--- config.mk ---
export PLATFORM = sky130hd
export DESIGN_NAME = sar_adc_reader
export DESIGN_NICKNAME = d
export VERILOG_FILES = /design/src/rtl/sar_rd_pkg.sv /design/src/rtl/sar_in_sync.sv /design/src/rtl/sar_sclk_gen.sv /design/src/rtl/sar_frame_shift.sv /design/src/rtl/sar_adc_reader.sv
export SDC_FILE = /design/constraint.sdc
export NUM_CORES = 1
export LEC_CHECK = 0
export BUFFER_PORTS_ARGS = -buffer_cell sky130_fd_sc_hd__buf_2
export CORE_UTILIZATION = 40
export DETAILED_ROUTE_END_ITERATION = 6
export PLACE_DENSITY_LB_ADDON = 0.12
export SYNTH_ARGS = -nofsm -noshare
export SYNTH_HDL_FRONTEND = slang
export SYNTH_SLANG_ARGS = --single-unit
--- constraint.sdc ---
create_clock -name clk_i -period 3.69 [get_ports clk_i]
set_input_delay 0 -clock clk_i [delete_from_list [all_inputs] [get_ports clk_i]]
set_output_delay 0 -clock clk_i [all_outputs]
set_load 0.02 [all_outputs]
--- src/rtl/sar_rd_pkg.sv ---
package sar_rd_pkg;
  typedef enum logic [1:0] {
    ST_IDLE  = 2'd0,
    ST_CONV  = 2'd1,
    ST_SHIFT = 2'd2,
    ST_GUARD = 2'd3
  } rd_state_e;
endpackage

--- src/rtl/sar_in_sync.sv ---
module sar_in_sync #(
  parameter int STAGES = 2
) (
  input  logic clk_i,
  input  logic rst_ni,
  input  logic d_i,
  output logic lvl_o,
  output logic rise_o
);
  logic [STAGES:0] pipe_q;

  // line idles high while deselected, so reset to 1 avoids a false rise
  always_ff @(posedge clk_i or negedge rst_ni) begin
    if (!rst_ni) pipe_q <= '1;
    else         pipe_q <= {pipe_q[STAGES-1:0], d_i};
  end

  assign lvl_o  = pipe_q[STAGES-1];
  assign rise_o = pipe_q[STAGES-1] & ~pipe_q[STAGES];
endmodule

--- src/rtl/sar_sclk_gen.sv ---
module sar_sclk_gen #(
  parameter int DIV_W = 8,
  parameter int EC_W  = 4
) (
  input  logic             clk_i,
  input  logic             rst_ni,
  input  logic             run_i,
  input  logic [DIV_W-1:0] div_i,
  input  logic [EC_W-1:0]  n_edges_i,
  output logic             sclk_o,
  output logic             fall_o,
  output logic             last_o
);
  logic [DIV_W-1:0] hc_q;
  logic [EC_W-1:0]  ec_q;
  logic             sclk_q;
  logic             wrap;

  assign wrap = (hc_q == div_i);

  always_ff @(posedge clk_i or negedge rst_ni) begin
    if (!rst_ni) begin
      hc_q   <= '0;
      ec_q   <= '0;
      sclk_q <= 1'b0;
    end else if (!run_i) begin
      hc_q   <= '0;
      ec_q   <= '0;
      sclk_q <= 1'b0;
    end else if (wrap) begin
      hc_q   <= '0;
      sclk_q <= ~sclk_q;
      if (sclk_q) ec_q <= ec_q + EC_W'(1);
    end else begin
      hc_q <= hc_q + DIV_W'(1);
    end
  end

  assign sclk_o = sclk_q;
  assign fall_o = run_i & wrap & sclk_q;
  assign last_o = fall_o & (ec_q == n_edges_i - EC_W'(1));
endmodule

--- src/rtl/sar_frame_shift.sv ---
module sar_frame_shift #(
  parameter int DATA_W   = 10,
  parameter int SUB_BITS = 2
) (
  input  logic              clk_i,
  input  logic              rst_ni,
  input  logic              shift_en_i,
  input  logic              bit_i,
  input  logic              sub_mode_i,
  output logic [DATA_W-1:0] data_o
);
  localparam int SH_W = DATA_W + SUB_BITS;

  logic [SH_W-2:0] sh_q;
  logic [SH_W-1:0] nxt;

  assign nxt = {sh_q, bit_i};

  always_ff @(posedge clk_i or negedge rst_ni) begin
    if (!rst_ni)         sh_q <= '0;
    else if (shift_en_i) sh_q <= nxt[SH_W-2:0];
  end

  // result as it stands including the bit taken this cycle
  assign data_o = sub_mode_i ? nxt[SH_W-1:SUB_BITS] : nxt[DATA_W-1:0];
endmodule

--- src/rtl/sar_adc_reader.sv ---
module sar_adc_reader
  import sar_rd_pkg::*;
#(
  parameter int DATA_W   = 10,
  parameter int SUB_BITS = 2,
  parameter int DIV_W    = 8,
  parameter int TO_W     = 16,
  parameter int GRD_W    = 8
) (
  input  logic              clk_i,
  input  logic              rst_ni,
  input  logic              start_i,
  input  logic              sub_mode_i,
  input  logic [DIV_W-1:0]  div_i,
  input  logic [TO_W-1:0]   timeout_i,
  input  logic [GRD_W-1:0]  guard_i,
  input  logic              adc_dout_i,
  output logic              adc_csn_o,
  output logic              adc_sclk_o,
  output logic [DATA_W-1:0] result_o,
  output logic              valid_o,
  output logic              busy_o,
  output logic              eoc_err_o
);
  localparam int FR_LONG  = DATA_W + SUB_BITS + 1;
  localparam int FR_SHORT = DATA_W + 1;
  localparam int EC_W     = $clog2(FR_LONG + 1);
  localparam int CNT_W    = (TO_W > GRD_W) ? TO_W : GRD_W;

  rd_state_e         st_q;
  logic              csn_q, valid_q, err_q, sub_q;
  logic [DATA_W-1:0] result_q;
  logic [CNT_W-1:0]  cnt_q;
  logic [DIV_W-1:0]  div_q;
  logic [TO_W-1:0]   to_q;
  logic [GRD_W-1:0]  grd_q;

  logic              dout_lvl, dout_rise;
  logic              bit_fall, frame_last;
  logic [DATA_W-1:0] frame_data;
  logic [EC_W-1:0]   n_edges;
  logic              shift_run;

  assign n_edges   = sub_q ? EC_W'(FR_LONG) : EC_W'(FR_SHORT);
  assign shift_run = (st_q == ST_SHIFT);

  sar_in_sync #(.STAGES(2)) u_sync (
    .clk_i  (clk_i),
    .rst_ni (rst_ni),
    .d_i    (adc_dout_i),
    .lvl_o  (dout_lvl),
    .rise_o (dout_rise)
  );

  sar_sclk_gen #(.DIV_W(DIV_W), .EC_W(EC_W)) u_sclk (
    .clk_i     (clk_i),
    .rst_ni    (rst_ni),
    .run_i     (shift_run),
    .div_i     (div_q),
    .n_edges_i (n_edges),
    .sclk_o    (adc_sclk_o),
    .fall_o    (bit_fall),
    .last_o    (frame_last)
  );

  sar_frame_shift #(.DATA_W(DATA_W), .SUB_BITS(SUB_BITS)) u_shift (
    .clk_i      (clk_i),
    .rst_ni     (rst_ni),
    .shift_en_i (bit_fall),
    .bit_i      (dout_lvl),
    .sub_mode_i (sub_q),
    .data_o     (frame_data)
  );

  always_ff @(posedge clk_i or negedge rst_ni) begin
    if (!rst_ni) begin
      st_q     <= ST_IDLE;
      csn_q    <= 1'b1;
      valid_q  <= 1'b0;
      err_q    <= 1'b0;
      result_q <= '0;
      cnt_q    <= '0;
      sub_q    <= 1'b0;
      div_q    <= '0;
      to_q     <= '0;
      grd_q    <= '0;
    end else begin
      valid_q <= 1'b0;
      unique case (st_q)
        ST_IDLE: begin
          if (start_i) begin
            st_q  <= ST_CONV;
            csn_q <= 1'b0;
            err_q <= 1'b0;
            cnt_q <= '0;
            sub_q <= sub_mode_i;
            div_q <= div_i;
            to_q  <= timeout_i;
            grd_q <= guard_i;
          end
        end
        ST_CONV: begin
          if (dout_rise) begin
            st_q <= ST_SHIFT;
          end else if (cnt_q == CNT_W'(to_q)) begin
            st_q  <= ST_GUARD;
            csn_q <= 1'b1;
            err_q <= 1'b1;
            cnt_q <= '0;
          end else begin
            cnt_q <= cnt_q + CNT_W'(1);
          end
        end
        ST_SHIFT: begin
          if (frame_last) begin
            st_q     <= ST_GUARD;
            csn_q    <= 1'b1;
            valid_q  <= 1'b1;
            result_q <= frame_data;
            cnt_q    <= '0;
          end
        end
        ST_GUARD: begin
          if (cnt_q == CNT_W'(grd_q)) st_q <= ST_IDLE;
          else                        cnt_q <= cnt_q + CNT_W'(1);
        end
        default: st_q <= ST_IDLE;
      endcase
    end
  end

  assign adc_csn_o = csn_q;
  assign result_o  = result_q;
  assign valid_o   = valid_q;
  assign eoc_err_o = err_q;
  assign busy_o    = (st_q != ST_IDLE);
endmodule

After elaboration in Yosys (flattened, before gate mapping)
Cells that the tools add are included.
- flip-flop bits (word level): 91
- bits of input ports: 37
- word-level logic and storage cells: 81
- add/subtract/negate cells: 4
- equality and inequality tests: 16
- mux-type cells: 29
- bitwise operators: 6
- reductions and logical operators: 11
- operator list (kind ; number):
    $mux 16 ; 5
    $pmux 16 s4 ; 1
    $add 16x1->16 const B ; 1
    $eq 16x16->1 ; 1
    $eq 16x8->1 ; 1
    $mux 8 ; 2
    $ne 2x2->1 const B ; 8
    $mux 4 ; 3
    $reduce_and 4->1 ; 3
    $mux 10 ; 1
    $mux 2 ; 5
    $add 8x1->8 const B ; 1
    $eq 8x8->1 ; 1
    $mux 1 ; 8
    $pmux 2 s4 ; 1
    $reduce_and 2->1 ; 3
    $reduce_and 5->1 ; 1
    $add 4x1->4 const B ; 1
    $and 1x1->1 ; 4
    $eq 2x2->1 const B ; 2
    $eq 4x4->1 ; 1
    $reduce_bool 2->1 ; 2
    $sub 4x1->4 const B ; 1
    $mux 3 ; 1
    7 further kinds ; 8

Longest topological paths before layout
- depth after elaboration: 6
- depth in mapped cells: 9
- mapped depth without buffers: 8

By module
A second synthesis with hierarchy kept.
- cell total of the unflattened synthesis: 382
- area, all modules: 4679.5 um2
- by module, submodules not included (module ; instances ; cells each ; area each (um2)):
    sar_adc_reader ; 1 ; 263 ; 3190.6
    sar_sclk_gen ; 1 ; 81 ; 824.5
    sar_frame_shift ; 1 ; 34 ; 571.8
    sar_in_sync ; 1 ; 4 ; 92.6

Least setup slack after synthesis
Ideal clock, no wire load.
- kind: flip-flop to flip-flop
- start: register sub_q
- end: register cnt_q[15]
- setup time: 104 ps
- data arrival time: 2135 ps
- required time: 3586 ps
- setup slack: 1451 ps
- cell stages (with the launch flop): 8
- buffers on the path: 1
- cells stage by stage: dfrtp_1 > or3b_1 > a211oi_1 > nor4b_4 > o211ai_2 > or2_1 > buf_2 > o41ai_2
- cells in the longest elaborated chain, start to end: 6
- RTL lines (what ; line ; RTL):
    from (decl) ; sar_adc_reader.sv:31 ; logic csn_q, valid_q, err_q, sub_q;
    from (signal assigned) ; sar_adc_reader.sv:96 ; sub_q <= sub_mode_i;
    $mux 3 ; sar_adc_reader.sv:44 ; assign n_edges = sub_q ? EC_W'(FR_LONG) : EC_W'(FR_SHORT);
    $sub 4x1->4 ; sar_sclk_gen.sv:41 ; assign last_o = fall_o & (ec_q == n_edges_i - EC_W'(1));
    $eq 4x4->1 ; sar_sclk_gen.sv:41 ;
    $and 1x1->1 ; sar_sclk_gen.sv:41 ;
    $ne 2x2->1 (no line) ; - ;
    $reduce_and 4->1 (no line) ; - ;
    to (signal assigned) ; sar_adc_reader.sv:111 ; cnt_q <= cnt_q + CNT_W'(1);
    to (signal assigned) ; sar_adc_reader.sv:125 ; else cnt_q <= cnt_q + CNT_W'(1);
    to (decl) ; sar_adc_reader.sv:33 ; logic [CNT_W-1:0] cnt_q;
Every way passes these cells.
A chain may end at the register's enable or synchronous reset.

Worst setup path in the final report
Ends and elaborated chain as after synthesis.

==> flow_metrics.env <==
export IMPL_final_antenna_net_count=0
export IMPL_port_buffers=51
export IMPL_crit_path_end_kind="flop"
export IMPL_via_count=3057
export IMPL_syn_inst=370
export IMPL_avgSynthCellArea_um2=11.9
export IMPL_power_density_nw_per_um2=630
export IMPL_ys_async_sr_fraction=1.00
export IMPL_arrival_ns=3.11
export IMPL_synth_edf_count=0
export IMPL_fin_crit_sh=0.771
export IMPL_start_util=0.409
export IMPL_setup_tns_final_ns=0
export IMPL_yosysWarnings=0
export IMPL_cts_sinks=91
export IMPL_cap_violations=0
export IMPL_cts_tree="done"
export IMPL_grt_pass1_vias=3109
export IMPL_leakage_nw=2.48
export IMPL_wirelength_mm=8.87
export IMPL_tightest_slew_ns=0.868
export IMPL_startpoint_type="flop"
export IMPL_worst_skew_pair_late_latency_ns=0.37
export IMPL_ctsRootBufferMaster="clkbuf_8"
export IMPL_finalCriticalPeriod_ns=2.85
export IMPL_grt_max_degree=69
export IMPL_dr_first_iter_drc_count=128
export IMPL_via_per_inst=5.10
export IMPL_clock_path_buffers=2
export IMPL_critPathKind="reg2reg"
export IMPL_die_width_um=107
export IMPL_dp_hpwl_mm=6.14
export IMPL_critPathMaxStageDelay_ns=0.56
export IMPL_die_area_um2=11500
export IMPL_ios=52
export IMPL_design_core_area_um2=10800
export IMPL_cts_resized=0
export IMPL_cp_data_required_time_ns=3.95
export IMPL_fin_cells=599
export IMPL_finalHoldViolCount=0
export IMPL_ys_flop_type="dfrtp_1"
export IMPL_syn_nets=414
export IMPL_setup_viol=0
export IMPL_area_growth_pct=21.5
export IMPL_fin_skew_ns=0.0140
export IMPL_drv_slew=0
export IMPL_drc=0
export IMPL_grt_util_all_layers=0.176
export IMPL_seq_area_frac_synth=0.517
export IMPL_antenna_found_initial=0
export IMPL_dp_cells=548
export IMPL_synth_seq_cells=91
export IMPL_power_mw=3.38
export IMPL_layout_nets=498
export IMPL_row_count=38
export IMPL_finalWeightedCongestion=0.782
export IMPL_fmax_mhz=351
export IMPL_max_vdd_ir_drop_v=0.000312
export IMPL_syn_cell_area_um2=4420
export IMPL_timing_critical_path_cells="or3b_1 > a211oi_1 > nor4b_4 > o211ai_2 > or2_1 > o41ai_2"
export IMPL_hp_class="in2reg"
export IMPL_h_tree_depth=3
export IMPL_rsz0062_at_grt="no"
export IMPL_routedWlPerCell_um=14.8
export IMPL_worst_path_max_delay_cell="dfrtp_1"
export IMPL_critical_path_max_fanout=18
export IMPL_synth_cell_types=43
export IMPL_grt_overflow=0
export IMPL_path_clk_slew_ns=0.09
export IMPL_layout_cells_most_common_list="dfrtp_1 (87), mux2_2 (66), buf_2 (50)"
export IMPL_firstDrtPassIters=4
export IMPL_grt_pass1_wl_mm=15.4
export IMPL_drive_gt1_frac=0.314
export IMPL_die_h_um=107
export IMPL_slew_headroom=0.421
export IMPL_mostFrequentLayoutCell="dfrtp_1"
export IMPL_cts_buffers=9
export IMPL_outcome="finished, final reports clean"
export IMPL_antenna_cells=0
-- timing repair --
| item | in CTS | in global routing |
|---|---|---|
| endpoints found under the hold margin | 101 | 0 |
| setup buffers | 0 | 0 |
| hold buffers | 35 | 0 |
-- logic make-up (layout without fill, tap and decap cells) --
family	Yosys count	in the layout	share of synthesized area
xor+xnor	42	42	0.0833
compound gates	41	41	0.0768
mux	66	66	0.168
buf+inv	25	114	0.0227
flops	91	91	0.517
simple gates	98	98	0.112
fa+ha+maj	7	7	0.0198
-- power breakdown --
group,total (mW),switching (mW),internal (mW)
logic,1.17,0.577,0.591
registers,1.51,0.253,1.26
clock network,0.702,0.350,0.352
-- per-stage QoR --
stage	instance area (um2)	util	setup slack (ns)	hold WS, ns
2_1_floorplan	4420	-	1.45	-0.296
3_3_place_gp	4810	0.446	0.903	0.108
3_5_place_dp	4810	0.446	0.853	0.109
4_1_cts	5370	0.497	0.800	0.256
5_1_grt	5370	0.497	0.589	0.258
6_report	5370	0.497	0.843	0.269
-- per-layer routing --
| metal | part of all wire | track usage | wire length, um |
|---|---|---|---|
| met5 | 0 | 0 | 0 |
| met2 | 0.44 | 0.252 | 3910 |
| met3 | 0.046 | 0.0365 | 404 |
| met4 | 0.015 | 0.0685 | 133 |
| met1 | 0.50 | 0.259 | 4430 |
-- synth_stat cells (3+ instances only) --
master	instances	area, um2
a21oi_1	3	15.0
a221o_1	4	40.0
nand4_1	6	37.5
a22o_1	4	35.0
o21ai_0	5	25.0
xnor2_1	13	114
dfstp_2	4	105
o31ai_1	4	30.0
nor2b_1	5	31.3
buf_2	5	25.0
or4_1	4	30.0
dfrtp_1	87	2180
nor4_1	8	50.1
clkbuf_1	11	41.3
inv_1	7	26.3
o21bai_1	3	22.5
nor2_1	24	90.1
ha_1	7	87.6
xor2_1	29	254
nand2_1	24	90.1
a2bb2oi_1	7	61.3
nand3_1	14	70.1
mux2_2	66	743
nor3_1	6	30.0
-- flip-flops by register name (all words and copies together) (netlist names) --
name / flops
cnt_q: 16
u_sclk.hc_q: 8
eoc_err_o: 1
u_sclk.ec_q: 4
grd_q: 8
adc_csn_o: 1
u_shift.sh_q: 11
result_o: 10
to_q: 16
u_sync.pipe_q: 3
div_q: 8
valid_o: 1
sub_q: 1
u_sclk.sclk_o: 1
st_q: 2
-- path summary, 6_finish.rpt --
check,endpoint,from,depth (start not counted),slack (ns)
worst max register to register,cnt_q[15],sub_q,6,0.84
worst min-delay path,u_sync.pipe_q[0],adc_dout_i,2,0.27
min in group asynchronous,u_sclk.hc_q[4],rst_ni,2,0.29
max in group asynchronous,adc_csn_o,rst_ni,3,2.49
worst max-delay path,cnt_q[15],sub_q,6,0.84
worst min register to register,u_sync.pipe_q[1],u_sync.pipe_q[0],0,0.36
-- worst max-delay path, delay by kind of cell, from the launching register on --
kind,cells,cell delay [ns]
and+or+nand+nor,3,1.23
AOI/OAI and AO/OA,3,0.94
DFF,1,0.56
-- final cells by class --
cell class	instances	area (um2)
inverter	8	30.0
clock buffer	13	159
fill	954	5430
sequential	91	2280
tap	140	175
timing repair buffer	90	638
multi-input combinational	254	2030
clock inverter	3	46.3
Note: power is estimated with default switching activity, not from simulation.
